--- config.mk ---
export PLATFORM = sky130hd
export DESIGN_NAME = wp_write_gate
export DESIGN_NICKNAME = d
export VERILOG_FILES = /design/src/rtl/wp_pkg.sv /design/src/rtl/wp_array_guard.sv /design/src/rtl/wp_reg_guard.sv /design/src/rtl/wp_lock_fsm.sv /design/src/rtl/wp_write_gate.sv
export SDC_FILE = /design/constraint.sdc
export NUM_CORES = 1
export LEC_CHECK = 0
export CAP_MARGIN = 30
export CORE_ASPECT_RATIO = 1.4
export CORE_UTILIZATION = 50
export DETAILED_ROUTE_END_ITERATION = 10
export DONT_BUFFER_PORTS = 1
export PLACE_DENSITY_LB_ADDON = 0.08
export SYNTH_ARGS = -nofsm -noshare
export SYNTH_HDL_FRONTEND = slang
export SYNTH_HIERARCHICAL = 1
export SYNTH_SLANG_ARGS = --single-unit
export TNS_END_PERCENT = 1
--- constraint.sdc ---
create_clock -name clk -period 2.22 [get_ports clk]
set_input_delay 0.222 -clock clk [delete_from_list [all_inputs] [get_ports clk]]
set_output_delay 0.222 -clock clk [all_outputs]
set_load 0.05 [all_outputs]
--- src/rtl/wp_pkg.sv ---
package wp_pkg;

    typedef enum logic [1:0] {
        PR_NONE    = 2'b00,
        PR_QUARTER = 2'b01,
        PR_HALF    = 2'b10,
        PR_ALL     = 2'b11
    } prot_t;

    typedef enum logic [1:0] {
        V_IDLE,
        V_PASS_ARRAY,
        V_PASS_REG,
        V_REJECT
    } verdict_t;

    typedef enum logic {
        LK_OPEN,
        LK_SEALED
    } lock_state_t;

endpackage

--- src/rtl/wp_array_guard.sv ---
module wp_array_guard
    import wp_pkg::*;
#(
    parameter int ADDR_W   = 8,
    parameter int ARRAY_AW = 6
) (
    input  prot_t             prot,
    input  logic [ADDR_W-1:0] addr,
    output logic              ok
);
    localparam int DEPTH = 1 << ARRAY_AW;
    localparam int LIM_W = ARRAY_AW + 1;
    localparam int QTR   = DEPTH / 4;
    localparam int HALF  = DEPTH / 2;

    logic             in_range;
    logic [LIM_W-1:0] limit;
    logic [LIM_W-1:0] low_addr;

    generate
        if (ADDR_W > ARRAY_AW) begin : g_wide
            assign in_range = ~|addr[ADDR_W-1:ARRAY_AW];
        end else begin : g_exact
            assign in_range = 1'b1;
        end
    endgenerate

    assign low_addr = {1'b0, addr[ARRAY_AW-1:0]};

    always_comb begin
        unique case (prot)
            PR_NONE:    limit = '0;
            PR_QUARTER: limit = LIM_W'(QTR);
            PR_HALF:    limit = LIM_W'(HALF);
            PR_ALL:     limit = LIM_W'(DEPTH);
            default:    limit = LIM_W'(DEPTH);
        endcase
    end

    assign ok = in_range && (low_addr >= limit);

endmodule

--- src/rtl/wp_reg_guard.sv ---
module wp_reg_guard #(
    parameter int                ADDR_W    = 8,
    parameter int                DATA_W    = 8,
    parameter logic [ADDR_W-1:0] CTRL_ADDR = 8'h0B,
    parameter logic [ADDR_W-1:0] SER_FIRST = 8'h11,
    parameter logic [ADDR_W-1:0] SER_LAST  = 8'h18,
    parameter int                LOCK_BIT  = 7
) (
    input  logic              locked,
    input  logic [ADDR_W-1:0] addr,
    input  logic [DATA_W-1:0] data,
    output logic              ok,
    output logic              ctrl_hit,
    output logic [DATA_W-1:0] data_out
);
    logic in_window;

    assign in_window = (addr >= SER_FIRST) && (addr <= SER_LAST);
    assign ctrl_hit  = (addr == CTRL_ADDR);
    assign ok        = !(locked && in_window);

    always_comb begin
        data_out = data;
        if (ctrl_hit && locked) begin
            data_out[LOCK_BIT] = 1'b1;
        end
    end

endmodule

--- src/rtl/wp_lock_fsm.sv ---
module wp_lock_fsm
    import wp_pkg::*;
(
    input  logic clk,
    input  logic rst_n,
    input  logic seal_req,
    output logic locked
);
    lock_state_t state_q, state_d;

    always_ff @(posedge clk) begin
        if (!rst_n) begin
            state_q <= LK_OPEN;
        end else begin
            state_q <= state_d;
        end
    end

    always_comb begin
        unique case (state_q)
            LK_OPEN:   state_d = seal_req ? LK_SEALED : LK_OPEN;
            LK_SEALED: state_d = LK_SEALED;
            default:   state_d = LK_SEALED;
        endcase
    end

    assign locked = (state_q == LK_SEALED);

    // the seal never falls while reset is inactive
    a_r8_seal_sticky: assert property (@(posedge clk) disable iff (!rst_n)
        (state_q == LK_SEALED) |=> (state_q == LK_SEALED));

    // a seal request in the open state seals on the next edge
    a_r7_seal_taken: assert property (@(posedge clk) disable iff (!rst_n)
        (seal_req && state_q == LK_OPEN) |=> locked);

endmodule

--- src/rtl/wp_write_gate.sv ---
module wp_write_gate
    import wp_pkg::*;
#(
    parameter int                ADDR_W    = 8,
    parameter int                DATA_W    = 8,
    parameter int                ARRAY_AW  = 6,
    parameter logic [ADDR_W-1:0] CTRL_ADDR = 8'h0B,
    parameter logic [ADDR_W-1:0] SER_FIRST = 8'h11,
    parameter logic [ADDR_W-1:0] SER_LAST  = 8'h18,
    parameter int                LOCK_BIT  = 7,
    parameter int                PROT_LSB  = 2
) (
    input  logic              clk,
    input  logic              rst_n,
    input  logic              wr_stb,
    input  logic              wr_is_array,
    input  logic [ADDR_W-1:0] wr_addr,
    input  logic [DATA_W-1:0] wr_data,
    output logic              mem_we,
    output logic              reg_we,
    output logic [ADDR_W-1:0] out_addr,
    output logic [DATA_W-1:0] out_data,
    output logic              wr_violation,
    output logic [1:0]        prot_code,
    output logic              lock_set
);
    prot_t             prot_q;
    logic              locked;
    logic              arr_ok;
    logic              reg_ok;
    logic              ctrl_hit;
    logic              ctrl_wr;
    logic              seal_req;
    logic [DATA_W-1:0] reg_data;

    verdict_t          verdict_q, verdict_d;
    logic [ADDR_W-1:0] addr_q;
    logic [DATA_W-1:0] data_q;

    wp_array_guard #(
        .ADDR_W   (ADDR_W),
        .ARRAY_AW (ARRAY_AW)
    ) u_array_guard (
        .prot (prot_q),
        .addr (wr_addr),
        .ok   (arr_ok)
    );

    wp_reg_guard #(
        .ADDR_W    (ADDR_W),
        .DATA_W    (DATA_W),
        .CTRL_ADDR (CTRL_ADDR),
        .SER_FIRST (SER_FIRST),
        .SER_LAST  (SER_LAST),
        .LOCK_BIT  (LOCK_BIT)
    ) u_reg_guard (
        .locked   (locked),
        .addr     (wr_addr),
        .data     (wr_data),
        .ok       (reg_ok),
        .ctrl_hit (ctrl_hit),
        .data_out (reg_data)
    );

    assign ctrl_wr  = wr_stb && !wr_is_array && ctrl_hit;
    assign seal_req = ctrl_wr && wr_data[LOCK_BIT];

    wp_lock_fsm u_lock_fsm (
        .clk      (clk),
        .rst_n    (rst_n),
        .seal_req (seal_req),
        .locked   (locked)
    );

    // Protect field: always writable through the control register
    always_ff @(posedge clk) begin
        if (!rst_n) begin
            prot_q <= PR_NONE;
        end else if (ctrl_wr) begin
            prot_q <= prot_t'(wr_data[PROT_LSB +: 2]);
        end
    end

    // Verdict for the strobe sampled this cycle
    always_comb begin
        if (!wr_stb) begin
            verdict_d = V_IDLE;
        end else if (wr_is_array) begin
            verdict_d = arr_ok ? V_PASS_ARRAY : V_REJECT;
        end else begin
            verdict_d = reg_ok ? V_PASS_REG : V_REJECT;
        end
    end

    // State register
    always_ff @(posedge clk) begin
        if (!rst_n) begin
            verdict_q <= V_IDLE;
            addr_q    <= '0;
            data_q    <= '0;
        end else begin
            verdict_q <= verdict_d;
            if (wr_stb) begin
                addr_q <= wr_addr;
                data_q <= wr_is_array ? wr_data : reg_data;
            end
        end
    end

    // Outputs decoded from the verdict state
    always_comb begin
        mem_we       = 1'b0;
        reg_we       = 1'b0;
        wr_violation = 1'b0;
        unique case (verdict_q)
            V_IDLE:       ;
            V_PASS_ARRAY: mem_we       = 1'b1;
            V_PASS_REG:   reg_we       = 1'b1;
            V_REJECT:     wr_violation = 1'b1;
            default:      ;
        endcase
    end

    assign out_addr  = addr_q;
    assign out_data  = data_q;
    assign prot_code = prot_q;
    assign lock_set  = locked;

    // a violation never coincides with a write enable
    a_r10_exclusive: assert property (@(posedge clk) disable iff (!rst_n)
        !(wr_violation && (mem_we || reg_we)));

    // full-array code rejects every array write
    a_r5_full_block: assert property (@(posedge clk) disable iff (!rst_n)
        (wr_stb && wr_is_array && prot_q == PR_ALL) |=> (wr_violation && !mem_we));

    // sealed serial-window writes are rejected
    a_r7_window_block: assert property (@(posedge clk) disable iff (!rst_n)
        (wr_stb && !wr_is_array && lock_set && wr_addr >= SER_FIRST && wr_addr <= SER_LAST)
        |=> (wr_violation && !reg_we));

    // no strobe, no activity
    a_r12_idle: assert property (@(posedge clk) disable iff (!rst_n)
        !wr_stb |=> !(mem_we || reg_we || wr_violation));

    // control write loads the protect code regardless of seal
    a_r9_prot_load: assert property (@(posedge clk) disable iff (!rst_n)
        ctrl_wr |=> (prot_code == $past(wr_data[PROT_LSB +: 2])));

endmodule

==> run metrics <==
Cell Count, Final, Fillers Out roughly 130; Iteration-0 DRC Markers 8; overall routed net length between 1500 and 2000 um; Worst Max-Slew Pin Slew 0.5310 ns; share of final-layout standard cells stronger than drive strength 1 10.19%; commonest cells after routing, fill and taps aside 21 x dfxtp_1, 18 x mux2i_1, 11 x nor2b_1, 10 x a21oi_1, 7 x o21ai_0; antenna violations before repair 0; row count 19; fill cell total of the finished layout between 150 and 200; share of the clock period used by the worst path after layout 74.69%; number of CTS-inserted buffers 3; largest net degree at the start of global routing 23; Clock Root Buffer clkbuf_4; global-route wire length before repair between 3000 and 4000 um; total power divided by cell area roughly 670 nW/um2; Remaining Overflow, GRT 0; number of sinks on the clock net 21; count of nets left with antenna violations after detail routing 0; overall power consumption roughly 0.0007 W; async set-or-reset flop fraction in the synthesized netlist 0%; post-route core utilization between 50% and 60%; worst hold path type in -> reg; RD Place Congestion 0.7465; CORE AREA 1997 um2; buffer count from post-CTS setup fixing 0; Cell Area, Synth about 1100 um2; total global-route track usage 18.41%; leading cell type in the layout, fill and taps excluded dfxtp_1; placed instance count 123; minimum period implied by the final worst setup slack between 1.5 and 2 ns; fraction of the yosys area taken by sequential cells between 30% and 40%; height of the die ~57 um; number of instances in the synthesized netlist 110; Post-layout nets between 100 and 150; via count of the first global-routing pass approximately 750; sum of negative setup slack 0 ns; number of top-level pins 42; CP bufs+invs 0; Area Overhead vs Synth 0.7033%; TritonCTS clock tree yes; setup skew after layout approximately 0.0053 ns; setup repair after global routing missed its margin false; PortBufs 0; arrival time of data at the critical path endpoint ~1.9 ns; distinct cell type count of the synthesized netlist 30; highest ir drop seen on vdd between 0.4 and 0.5 mV; simple-gate portion of the synthesized area 16.41%; Fmax about 0.6 GHz; n_diodes 0; endpoint type of the worst setup path register; total count of max-transition violations in the final report 0; Avg Synthesized Cell Area between 9 and 10 um2; Critical Path, Cell by Cell nor2b_1 -> ha_1 -> nor4bb_1 -> a221oi_1 -> a2111oi_2 -> a21oi_1; cell leakage power 0.4435 nW; max-cap violation count 0; Worst path slowest cell a2111oi_2; worst reg2reg setup slack around 0.56 ns; Chip Width between 40 and 50 um; outcome finished, final reports clean; largest fanout on the critical path 3; multiplexer share of the synthesized area around 17%; worst-case setup slack after placement 0.5714 ns; commonest register cell after synthesis dfxtp_1; Seq cells post-synth 21; setup slack of the critical path after layout around 0.56 ns; initial standard-cell utilization of the core between 50 and 60%; number of synthesized flops with an enable pin 0; synthesized-area fraction occupied by adder cells 2.345%; clock input transition at the sequential cells of the worst setup and hold paths around 0.11 ns; number of detailed-route iterations in the first pass 4; die area approximately 2300 um2; peak per-stage delay on the critical path about 0.34 ns; Net Count, Synth roughly 130; maximum buffer depth of the clock tree 2; HPWL after DPL 1394 um; number of remaining DRC errors 0; total vias in the final route approximately 750; source-to-sink clock delay at the later pin of the worst-skew pair approximately 0.29 ns; required time reported for the critical path endpoint 2.41 ns; dominant combinational cell family by area after synthesis multiplexers; Synth Warn # 6; complex-gate fraction of the synthesized area 13.60%; Critical Path Source Type register; average vias per placed instance 5.783; Setup Viol. Count Final 0; routed length per placed instance between 15 and 20 um; number of hold violations in the final report 0; crit path kind reg -> reg; XOR/XNOR Fraction of Synth Area 0%; htree depth 1; family of cells with the greatest summed delay on the critical path compound AO/OA/AOI/OAI gates; headroom to the max-slew limit ~65%
[per-layer routing]
metal | up-vias | global-route usage, % | wire length, um
li1 | 375 | - | -
met1 | 341 | 18.80 | 828
met2 | 28 | 31.25 | 992
met3 | 2 | 5.534 | 145
met4 | 0 | 8.571 | 14
met5 | - | 0 | 0
[synth_stat cells, types with 2 or more instances]
library cell / instances / share of area [%]
nand2_1: 5 / 1.8
buf_4: 9 / 6.3
nor2b_1: 11 / 6.4
dfxtp_1: 21 / 39
mux2i_1: 18 / 17
inv_1: 5 / 1.8
and2_1: 2 / 1.2
o21ai_0: 7 / 3.3
ha_1: 2 / 2.3
a21oi_1: 10 / 4.7
[worst register-to-register path, cell delays in order, from the launching register on]
cell and delay (ns):
dfxtp_1 0.33, nor2b_1 0.13, ha_1 0.26, nor4bb_1 0.26
a221oi_1 0.12, a2111oi_2 0.34, a21oi_1 0.11
[per-stage QoR]
stage,cell area (um2),hold slack [ns]
after floorplan,1067,0.3395
after global placement,1028,0.3151
after detailed placement,1028,0.3161
after CTS,1075,0.02848
after global routing,1075,0.01932
final,1075,0.03794
[flip-flops by register name, summed over array words and instances (netlist names)]
name and count:
out_addr 8, out_data 8, prot_code 2, verdict_q 2, u_lock_fsm/locked 1
[timing repair]
item | 4_1_cts | 5_1_grt
endpoints found under the hold margin | 9 | 0
gates resized for setup | 0 | 0
hold buffers | 2 | 0
[cell families after synthesis]
| group | Yosys count |
|---|---|
| fa+ha+maj | 2 |
| simple gates | 28 |
| buf+inv | 18 |
| flops | 21 |
| compound gates | 23 |
| mux | 18 |
[report_power, final]
part           switching, W  internal [W]
combinational     0.0000280     0.0000363
clock              0.000107     0.0000698
sequential        0.0000794      0.000398
total              0.000214      0.000504
[worst paths after layout]
kind / from / to / cells past startpoint
max: prot_code[0]$_SDFFE_PN0P_ / verdict_q[1]$_SDFF_PN0_ / 6
min reg2reg: u_lock_fsm/locked$_SDFF_PN0_ / u_lock_fsm/locked$_SDFF_PN0_ / 1
min: rst_n / u_lock_fsm/locked$_SDFF_PN0_ / 1
max reg2reg: prot_code[0]$_SDFFE_PN0P_ / verdict_q[1]$_SDFF_PN0_ / 6
[final cells by class]
class                           instances  area, um2  area share (%)
Sequential cell                        21      420.4           39.12
Inverter                                5      18.77           1.746
Tap cell                               21      26.28           2.445
Clock buffer                            4      26.28           2.445
Timing Repair Buffer                    7      57.56           5.355
Multi-Input combinational cell         71      525.5           48.89
Power figures use the tool's default switching activity.
